$ cat config.mk
export PLATFORM = sky130hd
export DESIGN_NAME = rtc_cal_top
export DESIGN_NICKNAME = d
export VERILOG_FILES = /design/src/rtl/rtc_cal_pkg.sv /design/src/rtl/rtc_cal_step.sv /design/src/rtl/rtc_cal_alarm.sv /design/src/rtl/rtc_cal_top.sv
export SDC_FILE = /design/constraint.sdc
export NUM_CORES = 1
export LEC_CHECK = 0
export BUFFER_PORTS_ARGS = -buffer_cell sky130_fd_sc_hd__clkbuf_2
export CAP_MARGIN = 15
export CORE_MARGIN = 2
export CORE_UTILIZATION = 60
export CTS_CLUSTER_SIZE = 12
export DETAILED_ROUTE_END_ITERATION = 12
export PLACE_DENSITY = 0.78
export SLEW_MARGIN = 20
export SYNTH_ARGS = -nofsm -noshare
export SYNTH_HDL_FRONTEND = slang
export SYNTH_SLANG_ARGS = --single-unit
$ cat constraint.sdc
create_clock -name clk -period 6 [get_ports clk]
set_input_delay 0.3 -clock clk [delete_from_list [all_inputs] [get_ports clk]]
set_output_delay 0.3 -clock clk [all_outputs]
set_load 0.005 [all_outputs]
$ cat src/rtl/rtc_cal_pkg.sv
package rtc_cal_pkg;

    parameter int NF = 8;    // number of calendar fields
    parameter int FW = 12;   // storage width of every field
    parameter int ABITS = 8; // byte address width

    localparam int IX_SEC = 0;
    localparam int IX_MIN = 1;
    localparam int IX_HR  = 2;
    localparam int IX_DOM = 3;
    localparam int IX_DOW = 4;
    localparam int IX_DOY = 5;
    localparam int IX_MON = 6;
    localparam int IX_YR  = 7;

    typedef logic [NF-1:0][FW-1:0] cal_t;

    typedef struct packed {
        logic caloff;
        logic divhold;
        logic run;
    } ctrl_t;

    typedef struct packed {
        cal_t             cnt;
        cal_t             alm;
        logic [NF-1:0]    mask;
        logic [NF-1:0]    incen;
        ctrl_t            ctrl;
        logic [1:0]       flags;
    } regs_t;

    function automatic logic [FW-1:0] field_mask(input logic [2:0] idx);
        case (idx)
            3'd0, 3'd1: field_mask = FW'(12'h03F);
            3'd2, 3'd3: field_mask = FW'(12'h01F);
            3'd4:       field_mask = FW'(12'h007);
            3'd5:       field_mask = FW'(12'h1FF);
            3'd6:       field_mask = FW'(12'h00F);
            default:    field_mask = FW'(12'hFFF);
        endcase
    endfunction

    function automatic logic leap(input logic [FW-1:0] yr);
        leap = (yr[1:0] == 2'b00);
    endfunction

    function automatic logic [FW-1:0] month_len(input logic [FW-1:0] mon,
                                                 input logic [FW-1:0] yr);
        case (mon)
            FW'(2):                          month_len = leap(yr) ? FW'(29) : FW'(28);
            FW'(4), FW'(6), FW'(9), FW'(11): month_len = FW'(30);
            default:                         month_len = FW'(31);
        endcase
    endfunction

endpackage

$ cat src/rtl/rtc_cal_step.sv
module rtc_cal_step
    import rtc_cal_pkg::*;
(
    input  logic          clk,
    input  logic          rst_n,
    input  logic          adv,
    input  cal_t          cur,
    output cal_t          nxt,
    output logic [NF-1:0] chg
);

    logic c_min, c_hr, c_day, c_mon, c_yr;
    logic [FW-1:0] ylen;

    always_comb begin
        nxt   = cur;
        c_min = 1'b0;
        c_hr  = 1'b0;
        c_day = 1'b0;
        c_mon = 1'b0;
        c_yr  = 1'b0;
        ylen  = leap(cur[IX_YR]) ? FW'(366) : FW'(365);
        if (adv) begin
            if (cur[IX_SEC] >= FW'(59)) begin
                nxt[IX_SEC] = '0;
                c_min       = 1'b1;
            end else begin
                nxt[IX_SEC] = cur[IX_SEC] + FW'(1);
            end
            if (c_min) begin
                if (cur[IX_MIN] >= FW'(59)) begin
                    nxt[IX_MIN] = '0;
                    c_hr        = 1'b1;
                end else begin
                    nxt[IX_MIN] = cur[IX_MIN] + FW'(1);
                end
            end
            if (c_hr) begin
                if (cur[IX_HR] >= FW'(23)) begin
                    nxt[IX_HR] = '0;
                    c_day      = 1'b1;
                end else begin
                    nxt[IX_HR] = cur[IX_HR] + FW'(1);
                end
            end
            if (c_day) begin
                nxt[IX_DOW] = (cur[IX_DOW] >= FW'(6)) ? '0 : cur[IX_DOW] + FW'(1);
                nxt[IX_DOY] = (cur[IX_DOY] >= ylen) ? FW'(1) : cur[IX_DOY] + FW'(1);
                if (cur[IX_DOM] >= month_len(cur[IX_MON], cur[IX_YR])) begin
                    nxt[IX_DOM] = FW'(1);
                    c_mon       = 1'b1;
                end else begin
                    nxt[IX_DOM] = cur[IX_DOM] + FW'(1);
                end
            end
            if (c_mon) begin
                if (cur[IX_MON] >= FW'(12)) begin
                    nxt[IX_MON] = FW'(1);
                    c_yr        = 1'b1;
                end else begin
                    nxt[IX_MON] = cur[IX_MON] + FW'(1);
                end
            end
            if (c_yr) begin
                nxt[IX_YR] = cur[IX_YR] + FW'(1);
            end
        end
    end

    for (genvar g = 0; g < NF; g++) begin : g_chg
        assign chg[g] = (nxt[g] != cur[g]);
    end

    AST_MON_RANGE: assert property (@(posedge clk) disable iff (!rst_n)
        (adv && cur[IX_MON] >= FW'(1) && cur[IX_MON] <= FW'(12))
            |-> (nxt[IX_MON] >= FW'(1) && nxt[IX_MON] <= FW'(12)));

endmodule

$ cat src/rtl/rtc_cal_alarm.sv
module rtc_cal_alarm
    import rtc_cal_pkg::*;
(
    input  logic          adv,
    input  cal_t          cur,
    input  cal_t          nxt,
    input  cal_t          alm,
    input  logic [NF-1:0] mask,
    output logic          hit
);

    logic [NF-1:0] eq_cur;
    logic [NF-1:0] eq_nxt;

    for (genvar g = 0; g < NF; g++) begin : g_cmp
        assign eq_cur[g] = mask[g] || (cur[g] == alm[g]);
        assign eq_nxt[g] = mask[g] || (nxt[g] == alm[g]);
    end

    assign hit = adv && !(&mask) && (&eq_nxt) && !(&eq_cur);

endmodule

$ cat src/rtl/rtc_cal_top.sv
module rtc_cal_top
    import rtc_cal_pkg::*;
(
    input  logic             clk,
    input  logic             rst_n,
    input  logic             tick,
    input  logic             bus_wr,
    input  logic [ABITS-1:0] bus_addr,
    input  logic [31:0]      bus_wdata,
    output logic [31:0]      bus_rdata,
    output logic             irq
);

    localparam logic [ABITS-1:0] A_FLAG = ABITS'(8'h00);
    localparam logic [ABITS-1:0] A_CTRL = ABITS'(8'h08);
    localparam logic [ABITS-1:0] A_INCE = ABITS'(8'h0C);
    localparam logic [ABITS-1:0] A_MASK = ABITS'(8'h10);
    localparam logic [ABITS-1:0] A_PK0  = ABITS'(8'h14);
    localparam logic [ABITS-1:0] A_PK1  = ABITS'(8'h18);
    localparam logic [ABITS-1:0] A_PK2  = ABITS'(8'h1C);

    regs_t q, d;

    logic          adv;
    cal_t          step_nxt;
    logic [NF-1:0] step_chg;
    logic          alarm_hit;
    logic          cnt_sel, alm_sel, cnt_wr;
    logic [2:0]    fidx;
    logic          unused_wdata;

    assign adv     = tick && q.ctrl.run && !q.ctrl.divhold;
    assign fidx    = bus_addr[4:2];
    assign cnt_sel = (bus_addr[7:5] == 3'b001) && (bus_addr[1:0] == 2'b00);
    assign alm_sel = (bus_addr[7:5] == 3'b011) && (bus_addr[1:0] == 2'b00);
    assign cnt_wr  = bus_wr && cnt_sel;
    assign unused_wdata = ^bus_wdata[31:FW];

    rtc_cal_step u_step (
        .clk   (clk),
        .rst_n (rst_n),
        .adv   (adv),
        .cur   (q.cnt),
        .nxt   (step_nxt),
        .chg   (step_chg)
    );

    rtc_cal_alarm u_alarm (
        .adv   (adv),
        .cur   (q.cnt),
        .nxt   (step_nxt),
        .alm   (q.alm),
        .mask  (q.mask),
        .hit   (alarm_hit)
    );

    always_comb begin
        d     = q;
        d.cnt = step_nxt;
        if (bus_wr) begin
            if (cnt_sel) begin
                d.cnt[fidx] = bus_wdata[FW-1:0] & field_mask(fidx);
            end else if (alm_sel) begin
                d.alm[fidx] = bus_wdata[FW-1:0] & field_mask(fidx);
            end else if (bus_addr == A_CTRL) begin
                d.ctrl = '{caloff: bus_wdata[4], divhold: bus_wdata[1], run: bus_wdata[0]};
            end else if (bus_addr == A_INCE) begin
                d.incen = bus_wdata[NF-1:0];
            end else if (bus_addr == A_MASK) begin
                d.mask = bus_wdata[NF-1:0];
            end else if (bus_addr == A_FLAG) begin
                d.flags = q.flags & ~bus_wdata[1:0];
            end
        end
        if (adv && |(step_chg & q.incen)) begin
            d.flags[0] = 1'b1;
        end
        if (alarm_hit) begin
            d.flags[1] = 1'b1;
        end
    end

    always_ff @(posedge clk or negedge rst_n) begin
        if (!rst_n) begin
            q.cnt            <= '0;
            q.cnt[IX_DOM]    <= FW'(1);
            q.cnt[IX_DOY]    <= FW'(1);
            q.cnt[IX_MON]    <= FW'(1);
            q.alm            <= '0;
            q.mask           <= '1;
            q.incen          <= '0;
            q.ctrl           <= '0;
            q.flags          <= '0;
        end else begin
            q <= d;
        end
    end

    always_comb begin
        bus_rdata = '0;
        if (cnt_sel) begin
            bus_rdata[FW-1:0] = q.cnt[fidx];
        end else if (alm_sel) begin
            bus_rdata[FW-1:0] = q.alm[fidx];
        end else begin
            case (bus_addr)
                A_FLAG:  bus_rdata[1:0] = q.flags;
                A_CTRL:  bus_rdata = {27'd0, q.ctrl.caloff, 2'b00, q.ctrl.divhold, q.ctrl.run};
                A_INCE:  bus_rdata[NF-1:0] = q.incen;
                A_MASK:  bus_rdata[NF-1:0] = q.mask;
                A_PK0:   bus_rdata = {5'd0, q.cnt[IX_DOW][2:0], 3'd0, q.cnt[IX_HR][4:0],
                                      2'd0, q.cnt[IX_MIN][5:0], 2'd0, q.cnt[IX_SEC][5:0]};
                A_PK1:   bus_rdata = {4'd0, q.cnt[IX_YR][11:0], 4'd0, q.cnt[IX_MON][3:0],
                                      3'd0, q.cnt[IX_DOM][4:0]};
                A_PK2:   bus_rdata = {20'd0, q.cnt[IX_DOY][11:0]};
                default: bus_rdata = '0;
            endcase
        end
    end

    assign irq = |q.flags;

    AST_IDLE_HOLD: assert property (@(posedge clk) disable iff (!rst_n)
        (!adv && !cnt_wr) |=> $stable(q.cnt));

    AST_SEC_WRAP: assert property (@(posedge clk) disable iff (!rst_n)
        (adv && !cnt_wr && q.cnt[IX_SEC] == FW'(59)) |=> (q.cnt[IX_SEC] == '0));

    AST_MASKED_SILENT: assert property (@(posedge clk) disable iff (!rst_n)
        (q.mask == '1) |=> !$rose(q.flags[1]));

    AST_IRQ_SOURCE: assert property (@(posedge clk) disable iff (!rst_n)
        $rose(irq) |-> $past(adv));

    AST_RO_WORDS: assert property (@(posedge clk) disable iff (!rst_n)
        (bus_wr && !adv && (bus_addr == A_PK0 || bus_addr == A_PK1 || bus_addr == A_PK2))
            |=> $stable(q));

endmodule

==> impl_metrics.yaml <==
clock_tree:
  cts_tree: "done"
  htree_levels: 1
  clockBufferDepth: 3
  cts_sinks: 213
  numCtsBuffers: 25
  cts.clk_slew.worst_paths_ps: 60
  clkLatencyLatePin_ps: 540
  cts_setup_buffers: 0
  clk_root_buffer_cell: "clkbuf_16"
layout:
  drive_above_1_share_pct: 13.69
  multi_input_area_sq_mm: 0.009081
  areaGrowthSynthToFinish_pct: 7.589
  regArea_sq_mm: 0.005344
  nNetsFinal: 1704
  n_fill_cell: 2128
  final_util_pct: 65.14
logic_synthesis:
  synth_edf_count: 0
  yosysSeqAreaShare_pct: 35.46
  synthArstFlopShare_pct: 100.0
  yosys.area.top_type: "dfrtp_1"
  synth-main-ff-cell: "dfrtp_1"
  ys_seq_elements: 213
  ys_types: 91
  yosys_warnings: 0
  synth.avg_cell_area_sq_um: 9.083
  synth_area_sq_mm: 0.01507
  netlist_instances: 1659
  synth.area.top_cells: "dfrtp_1 34%, mux4_2 9.1%, xor2_1 7.2%, nand2_1 4.2%, o21ai_0 4.0%"
  synth_top_area_share_pct: 33.54
sta:
  setup_tns_ps: 0
  maxSlewHeadroom_pct: 33.33
  hold_viol: 0
  whs_ps: 1.744
  period_minus_slack_ps: 4655
  worst_pin_slew_ps: 1000
  slew_viol_final: 0
  clock_skew_ps: 12.92
  rsz0062_at_grt: "false"
  fmax_mhz: 214.8
  final-setup-viol-count: 0
  finalCritPeriodShare_pct: 77.59
grt:
  busiest_layer: "met1"
  use_met1_pct: 60.27
  grtUsageTotal_pct: 41.36
  overflow: 0
  first_global_vias: 13100
  grt_start_max_net_pins: 92
  grtUsageMet2_pct: 57.60
  use_met3_pct: 12.07
  grt_pass1_wl_microns: 81800
  antenna_found_initial: 0
floorplan:
  die-area_sq_mm: 0.02640
  die_x_microns: 162.5
  io_pins: 77
  initial_utilization_pct: 60.54
  core_region_area_sq_mm: 0.02489
  num_rows: 58
  die_h_microns: 162.5
min_path:
  hold_path_depth: 3
  hold_end: "q[211]$_DFF_PN0_"
  hold_class: "primary input to flip-flop"
  holdCritStartpoint: "bus_wdata[10]"
drt:
  wl_microns: 54390
  drcViolationCount: 0
  detail-route-antenna-nets: 0
  vias_per_cell: 7.161
  vias: 14240
  first_pass_iters: 8
  wl_per_cell_microns: 27.35
  drt_iter0_drc: 2237
worst_setup_path:
  reg2reg_depth: 19
  rr_startpoint: "q[196]$_DFF_PN0_"
  r2r_slack_ps: 1340
  critPathLaunchType: "flip-flop"
  crit_arrival_ps: 5100
  path_max_fanout: 14
  endpoint_kind: "flip-flop"
  worstSetupPathType: "flip-flop to flip-flop"
  r2r_end: "q[1]$_DFFE_PN0P_"
  cp.required_ps: 6450
power:
  power_leakage_nw: 7.318
  powerDensity_mw_per_mm2: 222.7
  vdd_drop_max_mv: 0.2260
placement:
  routabilityCongestion: 1.039
  port_buffers: 50
  dp_hpwl_microns: 39510
status:
  status: "completed"
job:
  maxCapViolCount: 0
==> area by class of cell <==
cell class | count | area share (%)
Multi-Input combinational cell | 1295 | 56.01
Sequential cell | 213 | 32.96
Clock buffer | 34 | 4.376
Timing Repair Buffer | 74 | 2.747
Tap cell | 330 | 2.547
Inverter | 34 | 0.7872
Clock inverter | 8 | 0.5556
Antenna cell | 1 | 0.01543
==> worst max path at each step <==
stage	from	to	slack, ps	cells past startpoint
2_1_floorplan	q[196]$_DFF_PN0_	q[1]$_DFFE_PN0P_	2120	16
3_3_place_gp	q[196]$_DFF_PN0_	q[1]$_DFFE_PN0P_	1650	19
3_5_place_dp	q[196]$_DFF_PN0_	q[1]$_DFFE_PN0P_	1530	19
4_1_cts	q[196]$_DFF_PN0_	q[1]$_DFFE_PN0P_	1520	19
5_1_grt	q[196]$_DFF_PN0_	q[1]$_DFFE_PN0P_	1150	19
6_report	q[196]$_DFF_PN0_	q[1]$_DFFE_PN0P_	1340	19
==> cell usage in the layout, fill, tap and decap left out, drive strengths merged, types with 11 or more instances in the layout <==
master and n:
a21oi 81, a31oi 40, a41oi 17, and2 39, and3 21, buf 26, clkbuf 81, dfrtp 202
dfstp 11, ha 17, inv 34, mux2 17, mux2i 21, mux4 61, nand2 172, nand2b 13
nand3 59, nand4 22, nor2 137, nor2b 21, nor3 49, nor4 46, o21ai 122, o22ai 21
xnor2 43, xor2 124
==> cells in the mapped netlist (5+ instances only) <==
cell,instances
mux4_2,61
a22o_1,9
inv_1,34
o211ai_1,6
xor2_1,124
buf_1,15
a221oi_1,5
a32o_1,6
and2_1,38
dfrtp_1,202
dfstp_2,11
clkbuf_1,82
a22oi_1,5
nor2b_1,21
a21oi_1,81
or3_1,7
nor4_1,42
mux2_2,17
o31ai_1,7
buf_2,14
xnor2_1,43
nor3_1,47
and3_1,21
ha_1,17
a211oi_1,8
mux2i_1,21
a31oi_1,39
a41oi_1,16
and4_1,9
o21ai_0,119
nand4_1,22
a2111oi_0,7
buf_4,7
o22ai_1,21
nand3_1,57
nand2b_1,13
nand2_1,170
nor2_1,137
==> critical path, stage by stage (launching register included) <==
cell and delay [ps]:
dfrtp_1 490, nor4_1 470, nand3_1 120, buf_4 210, nor2_1 120, and3_1 200, a21oi_1 80, ha_1 270
nand2b_1 140, a21oi_1 200, o21bai_1 120, buf_4 210, nand2_1 100, buf_4 240, o21ai_0 120, a2111oi_0 380
nand4_1 140, nor3_1 340, o221ai_1 350, o31ai_2 260
==> routing by layer <==
layer	part of all wire [%]	up-vias
li1	-	6040
met1	39	6886
met2	41	1122
met3	15	195
met4	5.0	0
met5	0	-
==> logic make-up (layout without fill, tap and decap cells) <==
logic type	after synthesis	after routing	share of synthesized area, %
compound gates	386	386	16.54
xor+xnor	167	167	9.706
fa+ha+maj	17	17	1.411
buf+inv	156	150	4.434
flops	213	213	35.46
mux	99	99	11.78
other cells	1	7	0.02488
simple gates	620	620	20.64
==> per-stage QoR <==
stage	total power [mW]	cells	instance area [sq um]	setup slack [ps]
after floorplan	1.905	1664	15090	2117
after global placement	2.070	1945	15400	1647
after detailed placement	2.081	1945	15400	1525
after CTS	3.583	1988	16210	1516
after global routing	3.707	1988	16210	1154
final	3.610	1989	16210	1345
==> repair_timing <==
item                       4_1_cts  5_1_grt
gates resized for setup          0        0
hold buffers                     1        0
hold endpoints to repair        84        0
setup endpoints to repair        0        0
==> power by group <==
| part | internal (mW) | switching (mW) |
|---|---|---|
| Clock | 0.903 | 0.625 |
| Combinational | 0.189 | 0.268 |
| Sequential | 1.49 | 0.138 |
Power figures use the tool's default switching activity.
